`src/rtl/tx_swap_pkg.sv`:
```
package tx_swap_pkg;

    typedef enum logic [1:0] {
        XF_IDLE  = 2'd0,
        XF_START = 2'd1,
        XF_END   = 2'd2
    } xfer_phase_e;

    typedef struct packed {
        logic dis;
        logic en;
        logic lock;
        logic unlock;
    } host_req_t;

endpackage

```
`src/rtl/tx_swap_hold.sv`:
```
module tx_swap_hold
    import tx_swap_pkg::*;
(
    input  logic      clk,
    input  logic      rst_n,
    input  host_req_t req_i,
    input  logic      block_i,
    output host_req_t apply_o
);

    typedef struct packed {
        host_req_t pend;
    } hold_state_t;

    hold_state_t st_d, st_q;
    host_req_t   eff;

    always_comb begin
        st_d    = st_q;
        eff     = host_req_t'(req_i | st_q.pend);
        apply_o = '0;
        if (block_i) begin
            st_d.pend = eff;
        end else begin
            st_d.pend = '0;
            apply_o   = eff;
            if (eff.dis)  apply_o.en     = 1'b0;
            if (eff.lock) apply_o.unlock = 1'b0;
        end
    end

    always_ff @(posedge clk or negedge rst_n) begin
        if (!rst_n) st_q <= '0;
        else        st_q <= st_d;
    end

endmodule

```
`src/rtl/tx_swap_xfer.sv`:
```
module tx_swap_xfer
    import tx_swap_pkg::*;
(
    input  logic clk,
    input  logic rst_n,
    input  logic start_i,
    output logic busy_o,
    output logic swap_o
);

    typedef struct packed {
        xfer_phase_e phase;
    } xfer_state_t;

    xfer_state_t st_d, st_q;

    always_comb begin
        st_d = st_q;
        unique case (st_q.phase)
            XF_IDLE:  if (start_i) st_d.phase = XF_START;
            XF_START: st_d.phase = XF_END;
            XF_END:   st_d.phase = XF_IDLE;
            default:  st_d.phase = XF_IDLE;
        endcase
    end

    assign busy_o = (st_q.phase != XF_IDLE);
    assign swap_o = (st_q.phase == XF_START);

    always_ff @(posedge clk or negedge rst_n) begin
        if (!rst_n) st_q <= '{phase: XF_IDLE};
        else        st_q <= st_d;
    end

endmodule

```
`src/rtl/tx_swap_txside.sv`:
```
module tx_swap_txside (
    input  logic clk,
    input  logic rst_n,
    input  logic slot_start_i,
    input  logic slot_assigned_i,
    input  logic tx_done_i,
    input  logic msg_avail_i,
    input  logic swap_i,
    output logic begin_o,
    output logic active_o,
    output logic dval_o,
    output logic null_o
);

    typedef struct packed {
        logic active;
        logic dval;
        logic nul;
    } tx_state_t;

    tx_state_t st_d, st_q;
    logic      owned;

    assign owned   = slot_start_i & slot_assigned_i;
    assign begin_o = owned & msg_avail_i & ~st_q.active;

    always_comb begin
        st_d     = st_q;
        st_d.nul = owned & ~begin_o;
        if (begin_o) begin
            st_d.active = 1'b1;
        end else if (tx_done_i && st_q.active) begin
            st_d.active = 1'b0;
            st_d.dval   = 1'b1;
        end
        if (swap_i) st_d.dval = 1'b0;
    end

    assign active_o = st_q.active;
    assign dval_o   = st_q.dval;
    assign null_o   = st_q.nul;

    always_ff @(posedge clk or negedge rst_n) begin
        if (!rst_n) st_q <= '0;
        else        st_q <= st_d;
    end

endmodule

```
`src/rtl/tx_swap_buf.sv`:
```
module tx_swap_buf
    import tx_swap_pkg::*;
#(
    parameter int IDX_W          = 4,
    parameter int COMMIT_IDX_RST = 0,
    parameter int TX_IDX_RST     = 1
) (
    input  logic             clk,
    input  logic             rst_n,
    input  logic             mode_immediate,
    input  logic             host_commit_set,
    input  logic             host_commit_clr,
    input  logic             host_enable,
    input  logic             host_disable,
    input  logic             host_lock,
    input  logic             host_unlock,
    input  logic             irq_clr,
    input  logic             slot_start,
    input  logic             slot_assigned,
    input  logic             tx_done,
    output logic             stat_disabled,
    output logic             stat_locked,
    output logic             host_access_ok,
    output logic             commit_cmt,
    output logic [IDX_W-1:0] commit_idx,
    output logic             tx_cmt,
    output logic             tx_dval,
    output logic [IDX_W-1:0] tx_idx,
    output logic             tx_active,
    output logic             null_slot,
    output logic             xfer_busy,
    output logic             irq_flag
);

    localparam logic [IDX_W-1:0] C_RST = IDX_W'(COMMIT_IDX_RST);
    localparam logic [IDX_W-1:0] T_RST = IDX_W'(TX_IDX_RST);

    typedef struct packed {
        logic             dis;
        logic             lck;
        logic             cmt_c;
        logic             irq;
        logic             tx_cmt;
        logic [IDX_W-1:0] idx_c;
        logic [IDX_W-1:0] idx_t;
    } buf_state_t;

    buf_state_t st_d, st_q;
    host_req_t  req, apply;
    logic       busy, swap_now, start_now, block_now;
    logic       tx_beg, tx_act, tx_dv, tx_nul, msg_avail, open_q, mode_ok;

    assign req       = '{dis: host_disable, en: host_enable,
                         lock: host_lock, unlock: host_unlock};
    assign open_q    = ~st_q.dis & ~st_q.lck;
    assign msg_avail = st_q.tx_cmt & ~st_q.dis & ~busy;
    assign mode_ok   = mode_immediate | ~st_q.tx_cmt | tx_dv;
    assign start_now = ~busy & open_q & st_q.cmt_c & ~tx_act & ~tx_beg & mode_ok;
    assign block_now = busy | start_now;

    tx_swap_hold u_hold (
        .clk     (clk),
        .rst_n   (rst_n),
        .req_i   (req),
        .block_i (block_now),
        .apply_o (apply)
    );

    tx_swap_xfer u_xfer (
        .clk     (clk),
        .rst_n   (rst_n),
        .start_i (start_now),
        .busy_o  (busy),
        .swap_o  (swap_now)
    );

    tx_swap_txside u_txs (
        .clk             (clk),
        .rst_n           (rst_n),
        .slot_start_i    (slot_start),
        .slot_assigned_i (slot_assigned),
        .tx_done_i       (tx_done),
        .msg_avail_i     (msg_avail),
        .swap_i          (swap_now),
        .begin_o         (tx_beg),
        .active_o        (tx_act),
        .dval_o          (tx_dv),
        .null_o          (tx_nul)
    );

    always_comb begin
        st_d = st_q;
        if (apply.dis)         st_d.dis = 1'b1;
        else if (apply.en)     st_d.dis = 1'b0;
        if (apply.lock)        st_d.lck = 1'b1;
        else if (apply.unlock) st_d.lck = 1'b0;
        if (!open_q) begin
            if (host_commit_set)      st_d.cmt_c = 1'b1;
            else if (host_commit_clr) st_d.cmt_c = 1'b0;
        end
        if (irq_clr) st_d.irq = 1'b0;
        if (swap_now) begin
            st_d.idx_c  = st_q.idx_t;
            st_d.idx_t  = st_q.idx_c;
            st_d.cmt_c  = 1'b0;
            st_d.irq    = 1'b1;
            st_d.tx_cmt = 1'b1;
        end
    end

    always_ff @(posedge clk or negedge rst_n) begin
        if (!rst_n) begin
            st_q <= '{dis: 1'b1, lck: 1'b0, cmt_c: 1'b0, irq: 1'b0,
                      tx_cmt: 1'b0, idx_c: C_RST, idx_t: T_RST};
        end else begin
            st_q <= st_d;
        end
    end

    assign stat_disabled  = st_q.dis;
    assign stat_locked    = st_q.lck;
    assign host_access_ok = ~open_q;
    assign commit_cmt     = st_q.cmt_c;
    assign commit_idx     = st_q.idx_c;
    assign tx_cmt         = st_q.tx_cmt;
    assign tx_dval        = tx_dv;
    assign tx_idx         = st_q.idx_t;
    assign tx_active      = tx_act;
    assign null_slot      = tx_nul;
    assign xfer_busy      = busy;
    assign irq_flag       = st_q.irq;

endmodule

```
`config.mk`:
```
export PLATFORM = sky130hd
export DESIGN_NAME = tx_swap_buf
export DESIGN_NICKNAME = d
export VERILOG_FILES = /design/src/rtl/tx_swap_pkg.sv /design/src/rtl/tx_swap_hold.sv /design/src/rtl/tx_swap_xfer.sv /design/src/rtl/tx_swap_txside.sv /design/src/rtl/tx_swap_buf.sv
export SDC_FILE = /design/constraint.sdc
export NUM_CORES = 1
export LEC_CHECK = 0
export ABC_CLOCK_PERIOD_IN_PS = 2200
export BUFFER_PORTS_ARGS = -buffer_cell sky130_fd_sc_hd__buf_2
export CORE_MARGIN = 2
export CORE_UTILIZATION = 25
export CTS_BUF_LIST = sky130_fd_sc_hd__clkbuf_4
export CTS_CLUSTER_SIZE = 16
export DETAILED_ROUTE_END_ITERATION = 8
export GPL_TIMING_DRIVEN = 0
export MAX_ROUTING_LAYER = met4
export SLEW_MARGIN = 30
export SYNTH_ARGS = -nofsm -noshare
export SYNTH_HDL_FRONTEND = slang
export SYNTH_SLANG_ARGS = --single-unit
```
`constraint.sdc`:
```
create_clock -name clk -period 2.2 [get_ports clk]
set_input_delay 0.22 -clock clk [delete_from_list [all_inputs] [get_ports clk]]
set_output_delay 0.22 -clock clk [all_outputs]
set_load 0.005 [all_outputs]
```
[Yosys cells after proc, flatten, opt, wreduce, memory -nomap -nowiden]
Cells that the tools add are included.
Word-level totals
  input port bits: 13
  register bits: 22
  output and inout port bits: 18
  logic and storage cells: 72
Cells by class
  equality and inequality tests: 4
  bitwise operators: 23
  reductions and logical operators: 11
  muxes and demuxes: 19
Operators with widths (count)
  1-bit two-way mux: 13
  1-bit bitwise AND: 12
  2-bit nonzero test: 6
  11-bit two-way mux: 1
  4-bit two-way mux: 2
  1-bit NOT: 7
  2-bit inequality test, second input constant: 3
  2-bit two-way mux: 2
  4-bit OR: 1
  2-bit case mux with 2 select lines: 1
  2-bit AND reduction: 2
  1-bit OR: 3
  3-bit nonzero test: 1
  2-bit by 1-bit equality test with 1-bit output, second input constant: 1
  2-bit zero test: 1
  1-bit logical AND: 1

[Logic depth before layout (Yosys ltp)]
Gate-level depths: netlist (run 1).
  depth in word-level cells: 12
  depth in mapped cells: 4
  gate-level depth less buffers: 4

[By module]
Synthesis (run 1) repeated with hierarchy kept, for this count alone.
Unflattened totals
  cell total of the unflattened synthesis: 73
  area, all modules: 893.4 um^2
By module, submodules not included
  tx_swap_buf: area an instance 541.8 um^2, sequential area each 327.8 um^2, cells each 40, times used 1
  tx_swap_hold: area an instance 160.2 um^2, sequential area each 100.1 um^2, cells each 16, times used 1
  tx_swap_txside: area an instance 115.1 um^2, sequential area each 75.1 um^2, cells each 11, times used 1
  tx_swap_xfer: area an instance 76.3 um^2, sequential area each 50.0 um^2, cells each 6, times used 1

[Least setup slack after synthesis (run 1)]
No wires, ideal clock.
  path kind: reg-to-reg
  from: register u_txs.st_q (netlist bit u_txs.active_o)
  to: register u_hold.st_q[0] (netlist name)
  clock period less this slack: 1339 ps
  cell stages (with the launch flop): 4
  required time: 2129 ps
  arrival time: 1268 ps
  setup time: 71 ps
  slack: 861 ps
  buffers on the path: 0
  cells stage by stage: dfrtp_1 > or4b_4 > a22o_2 > nor2_1
RTL lines
  start, declared: RTL line tx_swap_txside.sv:21  | tx_state_t st_d, st_q;
  start signal, assigned: RTL line tx_swap_txside.sv:45  | else st_q <= st_d;
  end signal, assigned: RTL line tx_swap_hold.sv:34  | else st_q <= st_d;
  end, declared: RTL line tx_swap_hold.sv:15  | hold_state_t st_d, st_q;

[Worst setup path in the final report (run 1)]
  from: register u_xfer.st_q[0] (netlist name)
  to: register st_q (netlist bit commit_idx[3])
Between the ends
  longest elaborated chain between the ends: 1
Ends and longest elaborated chain
  start, declared: RTL line tx_swap_xfer.sv:15  | xfer_state_t st_d, st_q;
  start signal, assigned: RTL line tx_swap_xfer.sv:31  | if (!rst_n) st_q <= '{phase: XF_IDLE};
  start signal, assigned: RTL line tx_swap_xfer.sv:32  | else st_q <= st_d;
  2-bit by 1-bit equality test with 1-bit output: RTL line tx_swap_xfer.sv:28  | assign swap_o = (st_q.phase == XF_START);
  end signal, assigned: RTL line tx_swap_buf.sv:113  | st_q <= '{dis: 1'b1, lck: 1'b0, cmt_c: 1'b0, irq: 1'b0,
  end signal, assigned: RTL line tx_swap_buf.sv:116  | st_q <= st_d;
  end, declared: RTL line tx_swap_buf.sv:48  | buf_state_t st_d, st_q;
No other way between the ends.
A chain may end at the register's enable or synchronous reset.

==> metrics.md, run 1 <==
| Metric | Value |
|---|---|
| Worst EP required | `between 2 and 2.5 ns` |
| Worst-margin pin slew | `between 0.4 and 0.5 ns` |
| CP max FO | `10` |
| Final setup fails | `0` |
| Final nets | `117` |
| PwrDens | `just under 800 nW/um^2` |
| Simple logic cell fraction of the synthesized area | `13.2%` |
| Root Buffer | `clkbuf_4` |
| Worst EP arrival | `between 1.5 and 2 ns` |
| Status | `finished, final reports clean` |
| Total GRT Usage | `approximately 9.6%` |
| Total power | `about 0.86 mW` |
| Syn_nets | `roughly 80` |
| Port Buf Inserts | `30` |
| P_leak | `0.589 nW` |
| Fin Setup TNS | `0 ns` |
| Core Box Area | `3310 sq um` |
| CP cell instances | `nor2b_1 > buf_2 > mux2_1` |
| Unique masters post-synth | `23` |
| Filler cells | `358` |
| Vias | `646` |
| Site row count | `21` |
| DRT antenna net count | `0` |
| RSZ-0062 raised after global routing | `false` |
| Starting Density | `25.7%` |
| Fmax | `663 MHz` |
| Clock Latency Late Sink | `0.29 ns` |
| TritonRoute pass-1 iters | `4` |
| Largest net degree at the start of global routing | `23` |
| Critical path class | `flip-flop to flip-flop` |
| Die area | `approximately 4000 sq um` |
| CP max stage cell | `dfrtp_1` |
| Remaining DRCs | `0` |
| Commonest register cell after synthesis | `dfrtp_1` |
| N_diodes | `0` |
| Clock transition at path regs | `0.11 ns` |
| Antenna violations before repair | `0` |
| Vert. Die Dim | `around 62 um` |
| Setup crit start kind | `flip-flop` |
| XOR/XNOR Fraction of Synth Area | `0%` |
| Register Area | `553 sq um` |
| Clock skew | `roughly 0.0045 ns` |
| Multiplexer share of the synthesized area | `10.6%` |
| CTS Sinks | `22` |
| CTS H-Tree Depth | `1` |
| Final WS setup | `0.692 ns` |
| Ys Warns | `0` |
| Final Critical Period | `roughly 1.5 ns` |
| Cells after Synth | `68` |
| Register area share after synthesis | `64.9%` |
| Placed Area | `about 1100 sq um` |
| Crit path largest cell delay | `0.39 ns` |
| Compound-Gate Fraction of Synth Area | `approximately a tenth` |
| Max-slew violations | `0` |
| EDFF count, synth | `0` |
| Fraction of registers with async set/reset | `100%` |
| Relative slew margins | `68.6%` |
| Gates resized, CTS repair | `0` |
| Design area | `~1100 sq um` |
| Layout cells sized above 1 | `39.8%` |
| WL final | `1670 um` |
| Largest family of logic cells by synthesized area | `simple AND/OR/NAND/NOR gates` |
| Synthesis-stage register bit count | `22` |
| Vias in the first global route | `672` |
| Initial DRC Count | `22` |
| Finished Layout Cells | `149` |
| Wirelength per Cell | `11.2 um` |
| Routability Congestion | `0.758` |
| Max-Cap Viols | `0` |
| Maximum VDD drop | `0.000157 V` |
| Cts bufs inserted | `3` |
| Post-Place Cells | `about 140` |
| Worst-case clock buffer depth | `2` |
| Worst hold path class | `input port to flip-flop` |
| DR vias/cell | `4.34` |
| CP endpoint kind | `flip-flop` |
| Syn avg cell area | `roughly 13 sq um` |
| Area grow syn2layout | `28.6%` |
| Mapped Area | `852 sq um` |
| Chip Width | `62.4 um` |
| CTS tree | `built` |
| Post-DP HPWL | `1310 um` |
| Tcrit/Tclk final | `68.6%` |
| Multi-input gate area | `287 sq um` |
| Global-route wire length before repair | `2940 um` |
| Place WS | `0.681 ns` |
| Grt total ovfl | `0` |
| Io pins | `31` |
| Hold Violations, Final | `0` |
| Adder-Cell Fraction of Synth Area | `0%` |
[per-layer routing]
metal  vias to the layer above  GRT usage, %  wire [um]
met2                        22          16.0        834
met3                         0          3.42        106
met1                       320          10.7        732
met4                         0          3.33          0
met5                         -             -          0
li1                        304             -          -
[sequential cells by signal, indices dropped and copies added (netlist names), 2 cells and up]
| register | flops |
|---|---|
| commit_idx | 4 |
| u_hold.st_q | 4 |
| u_xfer.st_q | 2 |
| tx_idx | 4 |
[timing repair]
| item | in CTS | in global routing |
|---|---|---|
| hold endpoints to repair | 20 | 0 |
| hold buffers | 1 | 0 |
| buffers inserted | 0 | 0 |
[where the power goes]
group / leakage [nW] / total, mW / internal [mW] / switching (mW)
combinational: 0.289 / 0.186 / 0.0887 / 0.0973
clock: 0.0154 / 0.174 / 0.0659 / 0.108
sequential: 0.284 / 0.498 / 0.458 / 0.0398
[final cells by class]
type | instances | area share (%)
Tap cell | 46 | 5.25
Buffer | 1 | 0.457
Sequential cell | 22 | 50.5
Clock inverter | 1 | 0.342
Timing Repair Buffer | 31 | 14.6
Inverter | 2 | 0.685
Multi-Input combinational cell | 43 | 26.1
Clock buffer | 3 | 2.05
[cells by family (layout without fill, tap and decap cells)]
| kind of cell | Yosys count | count (layout) |
|---|---|---|
| compound gates | 13 | 13 |
| simple gates | 22 | 22 |
| buf+inv | 3 | 38 |
| mux | 8 | 8 |
| flops | 22 | 22 |
[worst paths after layout]
check	from	endpoint	slack (ns)	depth (start not counted)
setup / recovery	u_xfer.st_q[0]	commit_idx[3]	0.69	3
hold / removal	host_unlock	u_hold.st_q[0]	0.15	3
setup reg to reg	u_xfer.st_q[0]	commit_idx[3]	0.69	3
hold reg to reg	u_hold.st_q[2]	u_hold.st_q[2]	0.49	2
max in group asynchronous	rst_n	tx_idx[0]	1.45	2
min in group asynchronous	rst_n	commit_cmt	0.40	2
[metrics by stage]
| step | util [%] | hold WS [ns] |
|---|---|---|
| 6_report | 33.1 | 0.146 |
| 2_1_floorplan | - | -0.0756 |
| 5_1_grt | 33.1 | 0.123 |
| 3_3_place_gp | 32.0 | 0.198 |
| 4_1_cts | 33.1 | 0.135 |
| 3_5_place_dp | 32.0 | 0.205 |
[Yosys cell counts (2+ instances only)]
| cell | count | area (sq um) |
|---|---|---|
| nor2_1 | 12 | 45.0 |
| inv_1 | 2 | 7.51 |
| or2_1 | 2 | 12.5 |
| nand2_1 | 3 | 11.3 |
| mux2_1 | 5 | 56.3 |
| mux2_2 | 3 | 33.8 |
| dfrtp_1 | 20 | 500 |
| o21ai_0 | 3 | 15.0 |
| dfstp_2 | 2 | 52.6 |
| o21ai_1 | 2 | 10.0 |
| a21oi_1 | 2 | 10.0 |
[placed cells by master (no fill, tap or decap), types with 2 or more instances in the layout]
master,instances
a21oi_1,2
buf_2,31
clkbuf_4,3
dfrtp_1,20
dfstp_2,2
inv_1,2
mux2_1,5
mux2_2,3
nand2_1,3
nor2_1,12
o21ai_0,3
o21ai_1,2
or2_1,2
[critical path, delay by kind of cell, from the launching register on]
| family | cells | cell delay, ns |
|---|---|---|
| and+or+nand+nor | 1 | 0.35 |
| DFF | 1 | 0.39 |
| muxes | 1 | 0.35 |
| buffers and inverters | 1 | 0.31 |
Note: power is estimated with default switching activity, not from simulation.
==> inputs of run 2 (changes only) <==
--- a/config.mk
+++ b/config.mk
@@ -5,7 +5,7 @@
 export SDC_FILE = /design/constraint.sdc
 export NUM_CORES = 1
 export LEC_CHECK = 0
-export ABC_CLOCK_PERIOD_IN_PS = 2200
+export ABC_CLOCK_PERIOD_IN_PS = 1400
 export BUFFER_PORTS_ARGS = -buffer_cell sky130_fd_sc_hd__buf_2
 export CORE_MARGIN = 2
 export CORE_UTILIZATION = 25
==> constraint.sdc (replaced) <==
create_clock -name clk -period 1.4 [get_ports clk]
set_input_delay 0.14 -clock clk [delete_from_list [all_inputs] [get_ports clk]]
set_output_delay 0.14 -clock clk [all_outputs]
set_load 0.005 [all_outputs]
==> run 2 against run 1 <==
- via count is 0.62% higher
- worst hold slack worse by 0.079 ns
- design area is 4.3% higher
- sequential power is 57% higher
- first-iteration DRC count is 23% higher
- setup slack worse by 0.66 ns
- die area stayed put
- final cell count is 0.67% higher
- fmax is 10% higher
- non-clock buffer count is 1 higher
- routed wire length is 3.3% higher
- sequential cell count stayed put
- critical path type unchanged
- critical endpoint is now u_hold.st_q[3]
- largest cell class unchanged
- largest power group unchanged
==> metrics.md, run 2 (synthesis results as in run 1) <==
| Metric | Value |
|---|---|
| Die area | `3890 sq um (unchanged)` |
| Filler cells | `358 (unchanged)` |
| Post-Place Cells | `144 (unchanged)` |
| Final WS setup | `0.0304 ns (-0.661 ns)` |
| WL final | `1730 um (+3.3%)` |
| N_diodes | `0 (unchanged)` |
| Max-Cap Viols | `0 (unchanged)` |
| Comb power frac | `24.1% (+2.4 points)` |
| Multi-input gate area | `324 sq um (+13%)` |
| Min Hold Slack | `0.0665 ns (-0.0795 ns)` |
| Vias in the first global route | `679 (+1.0%)` |
| Hold Violations, Final | `0 (unchanged)` |
| Worst hold path class | `input port to flip-flop` |
| Design area | `1140 sq um (+4.3%)` |
| Final setup fails | `0 (unchanged)` |
| Layout cells sized above 1 | `47.1% (+7.3 points)` |
| Status | `finished, final reports clean` |
| Global-route wire length before repair | `2980 um (+1.4%)` |
| CP startpoint | `u_txs.active_o` |
| Root Buffer | `clkbuf_4` |
| GRT met1 Usage | `10.8% (+0.12 points)` |
| Remaining DRCs | `0 (unchanged)` |
| NetSw | `0.418 mW (+70%)` |
| Antenna violations before repair | `0 (unchanged)` |
| DRT antenna net count | `0 (unchanged)` |
| Sequential share of power | `55.8% (-2.2 points)` |
| Site row count | `21 (unchanged)` |
| Clock transition at path regs | `0.12 ns (about the same)` |
| Starting Density | `25.7% (unchanged)` |
| Wirelength per Cell | `11.5 um (+2.7%)` |
| Initial DRC Count | `27 (+23%)` |
| Vert. Die Dim | `62.4 um (unchanged)` |
| CTS H-Tree Depth | `1 (unchanged)` |
| WP buf/inv | `0 (-1)` |
| Total GRT Usage | `9.77% (+0.16 points)` |
| Post-DP HPWL | `1310 um (unchanged)` |
| Core Box Area | `3310 sq um (unchanged)` |
| CTS tree | `built` |
| R2r setup slk | `0.03 ns (-0.66 ns)` |
| Switching Share | `29.7% (+1.1 points)` |
| RSZ-0062 raised after global routing | `true` |
| Worst EP arrival | `1.61 ns (-0.08 ns)` |
| Clock Latency Late Sink | `0.30 ns (about the same)` |
| DR vias/cell | `4.33 (about the same)` |
| Commonest non-fill, non-tap cell in the layout | `buf_2` |
| Maximum VDD drop | `0.000270 V (+72%)` |
| Critical Path Sink | `u_hold.st_q[3]` |
| Finished Layout Cells | `150 (+0.67%)` |
| Final core utilization | `34.5% (+1.4 points)` |
| Largest net degree at the start of global routing | `23 (unchanged)` |
| Relative slew margins | `68.0% (-0.62 points)` |
| R2R cell count | `3 (unchanged)` |
| Final Critical Period | `1.37 ns (-0.139 ns)` |
| Setup crit start kind | `flip-flop` |
| Register Area | `553 sq um (unchanged)` |
| Crit path largest cell delay | `0.58 ns (+0.19 ns)` |
| Area grow syn2layout | `34.2%` |
| CP cell instances | `or4b_4 > a22o_4 > nor2_2` |
| TritonRoute pass-1 iters | `2 (-2)` |
| Most frequent cells in the layout | `30 x buf_2, 20 x dfrtp_1, 7 x nor2_1, 5 x mux2_1, 4 x nor2_2` |
| Worst-case clock buffer depth | `2 (unchanged)` |
| Tcrit/Tclk final | `97.8% (+29 points)` |
| Place WS | `-0.119 ns (-0.800 ns)` |
| CP endpoint kind | `flip-flop` |
| Cts bufs inserted | `3 (unchanged)` |
| Io pins | `31 (unchanged)` |
| CTS Sinks | `22 (unchanged)` |
| Clock skew | `0.00937 ns (+0.00485 ns)` |
| Grt total ovfl | `0 (unchanged)` |
| CP max FO | `4 (-6)` |
| Chip Width | `62.4 um (unchanged)` |
| Reg2reg start | `u_txs.active_o` |
| CP max stage cell | `or4b_4` |
| Vias | `650 (+0.62%)` |
| Met2 Resource Use GR | `16.4% (+0.41 points)` |
| Worst-margin pin slew | `0.481 ns (+0.00929 ns)` |
| Critical R2R Capture | `u_hold.st_q[3]` |
| Fin Setup TNS | `0 ns (unchanged)` |
| Worst EP required | `1.65 ns (-0.73 ns)` |
| Crit path max-delay family | `simple AND/OR/NAND/NOR gates` |
| Total power | `1.41 mW (+64%)` |
| Placed Area | `1060 sq um (unchanged)` |
| Critical path class | `flip-flop to flip-flop` |
| P_leak | `0.597 nW (+1.5%)` |
| PwrDens | `1230 nW/um^2 (+57%)` |
| Worst path depth | `3 (unchanged)` |
| Routability Congestion | `0.758 (unchanged)` |
| Global route hottest layer | `met2` |
| Clock power share | `20.1% (-0.2 points)` |
| Final nets | `118 (+0.85%)` |
| Port Buf Inserts | `30 (unchanged)` |
| Max-slew violations | `0 (unchanged)` |
| Fmax | `730 MHz (+10%)` |
| Pint | `0.988 mW (+61%)` |
| M3 GR Usage | `3.42% (unchanged)` |
run 2: changes by cell type in the layout (fill, tap and decap cells not counted), sizes merged:
cell  delta
buf      +1
run 2: per-layer routing:
layer / part of all wire [%] / wire [um]
met3: 6.4 / 111
met1: 43 / 746
met4: 0 / 0
met2: 50 / 872
met5: 0 / 0
run 2: repair_timing:
action / 4_1_cts / 5_1_grt
endpoints found under the hold margin: 20 / 0
resized for setup: 2 / 9
setup buffers: 1 / 0
pin swaps: 0 / 5
hold buffers: 1 / 0
endpoints found under the setup margin: 10 / 9
run 2: worst min-delay path by stage:
| stage | from | endpoint | slack (ns) | depth (start not counted) |
|---|---|---|---|---|
| detailed placement | rst_n | u_txs.null_o | 0.12 | 1 |
| finish | host_commit_set | commit_cmt | 0.07 | 3 |
| global placement | rst_n | u_txs.active_o | 0.12 | 1 |
| CTS | host_unlock | u_hold.st_q[0] | 0.06 | 3 |
| floorplan | rst_n | commit_cmt | -0.16 | 0 |
| global route | host_commit_set | commit_cmt | 0.04 | 3 |
run 2: worst min-delay path, stage by stage:
cell and delay, ns:
buf_2 0.09, nand2_1 0.05, a21oi_1 0.06
run 2: area by class of cell:
| cell class | instances | area share, % |
|---|---|---|
| Clock inverter | 1 | 0.328 |
| Timing Repair Buffer | 32 | 14.7 |
| Buffer | 1 | 0.656 |
| Multi-Input combinational cell | 43 | 28.3 |
| Sequential cell | 22 | 48.4 |
| Inverter | 2 | 0.656 |
| Clock buffer | 3 | 1.97 |
| Tap cell | 46 | 5.03 |
run 2: power groups by stage:
| stage | Sequential, mW | Combinational [mW] | Clock (mW) |
|---|---|---|---|
| floorplan | 0.790 | 0.156 | 0 |
| global placement | 0.789 | 0.285 | 0 |
| detailed placement | 0.798 | 0.294 | 0 |
| CTS | 0.780 | 0.315 | 0.300 |
| global route | 0.798 | 0.380 | 0.334 |
| finish | 0.784 | 0.339 | 0.282 |
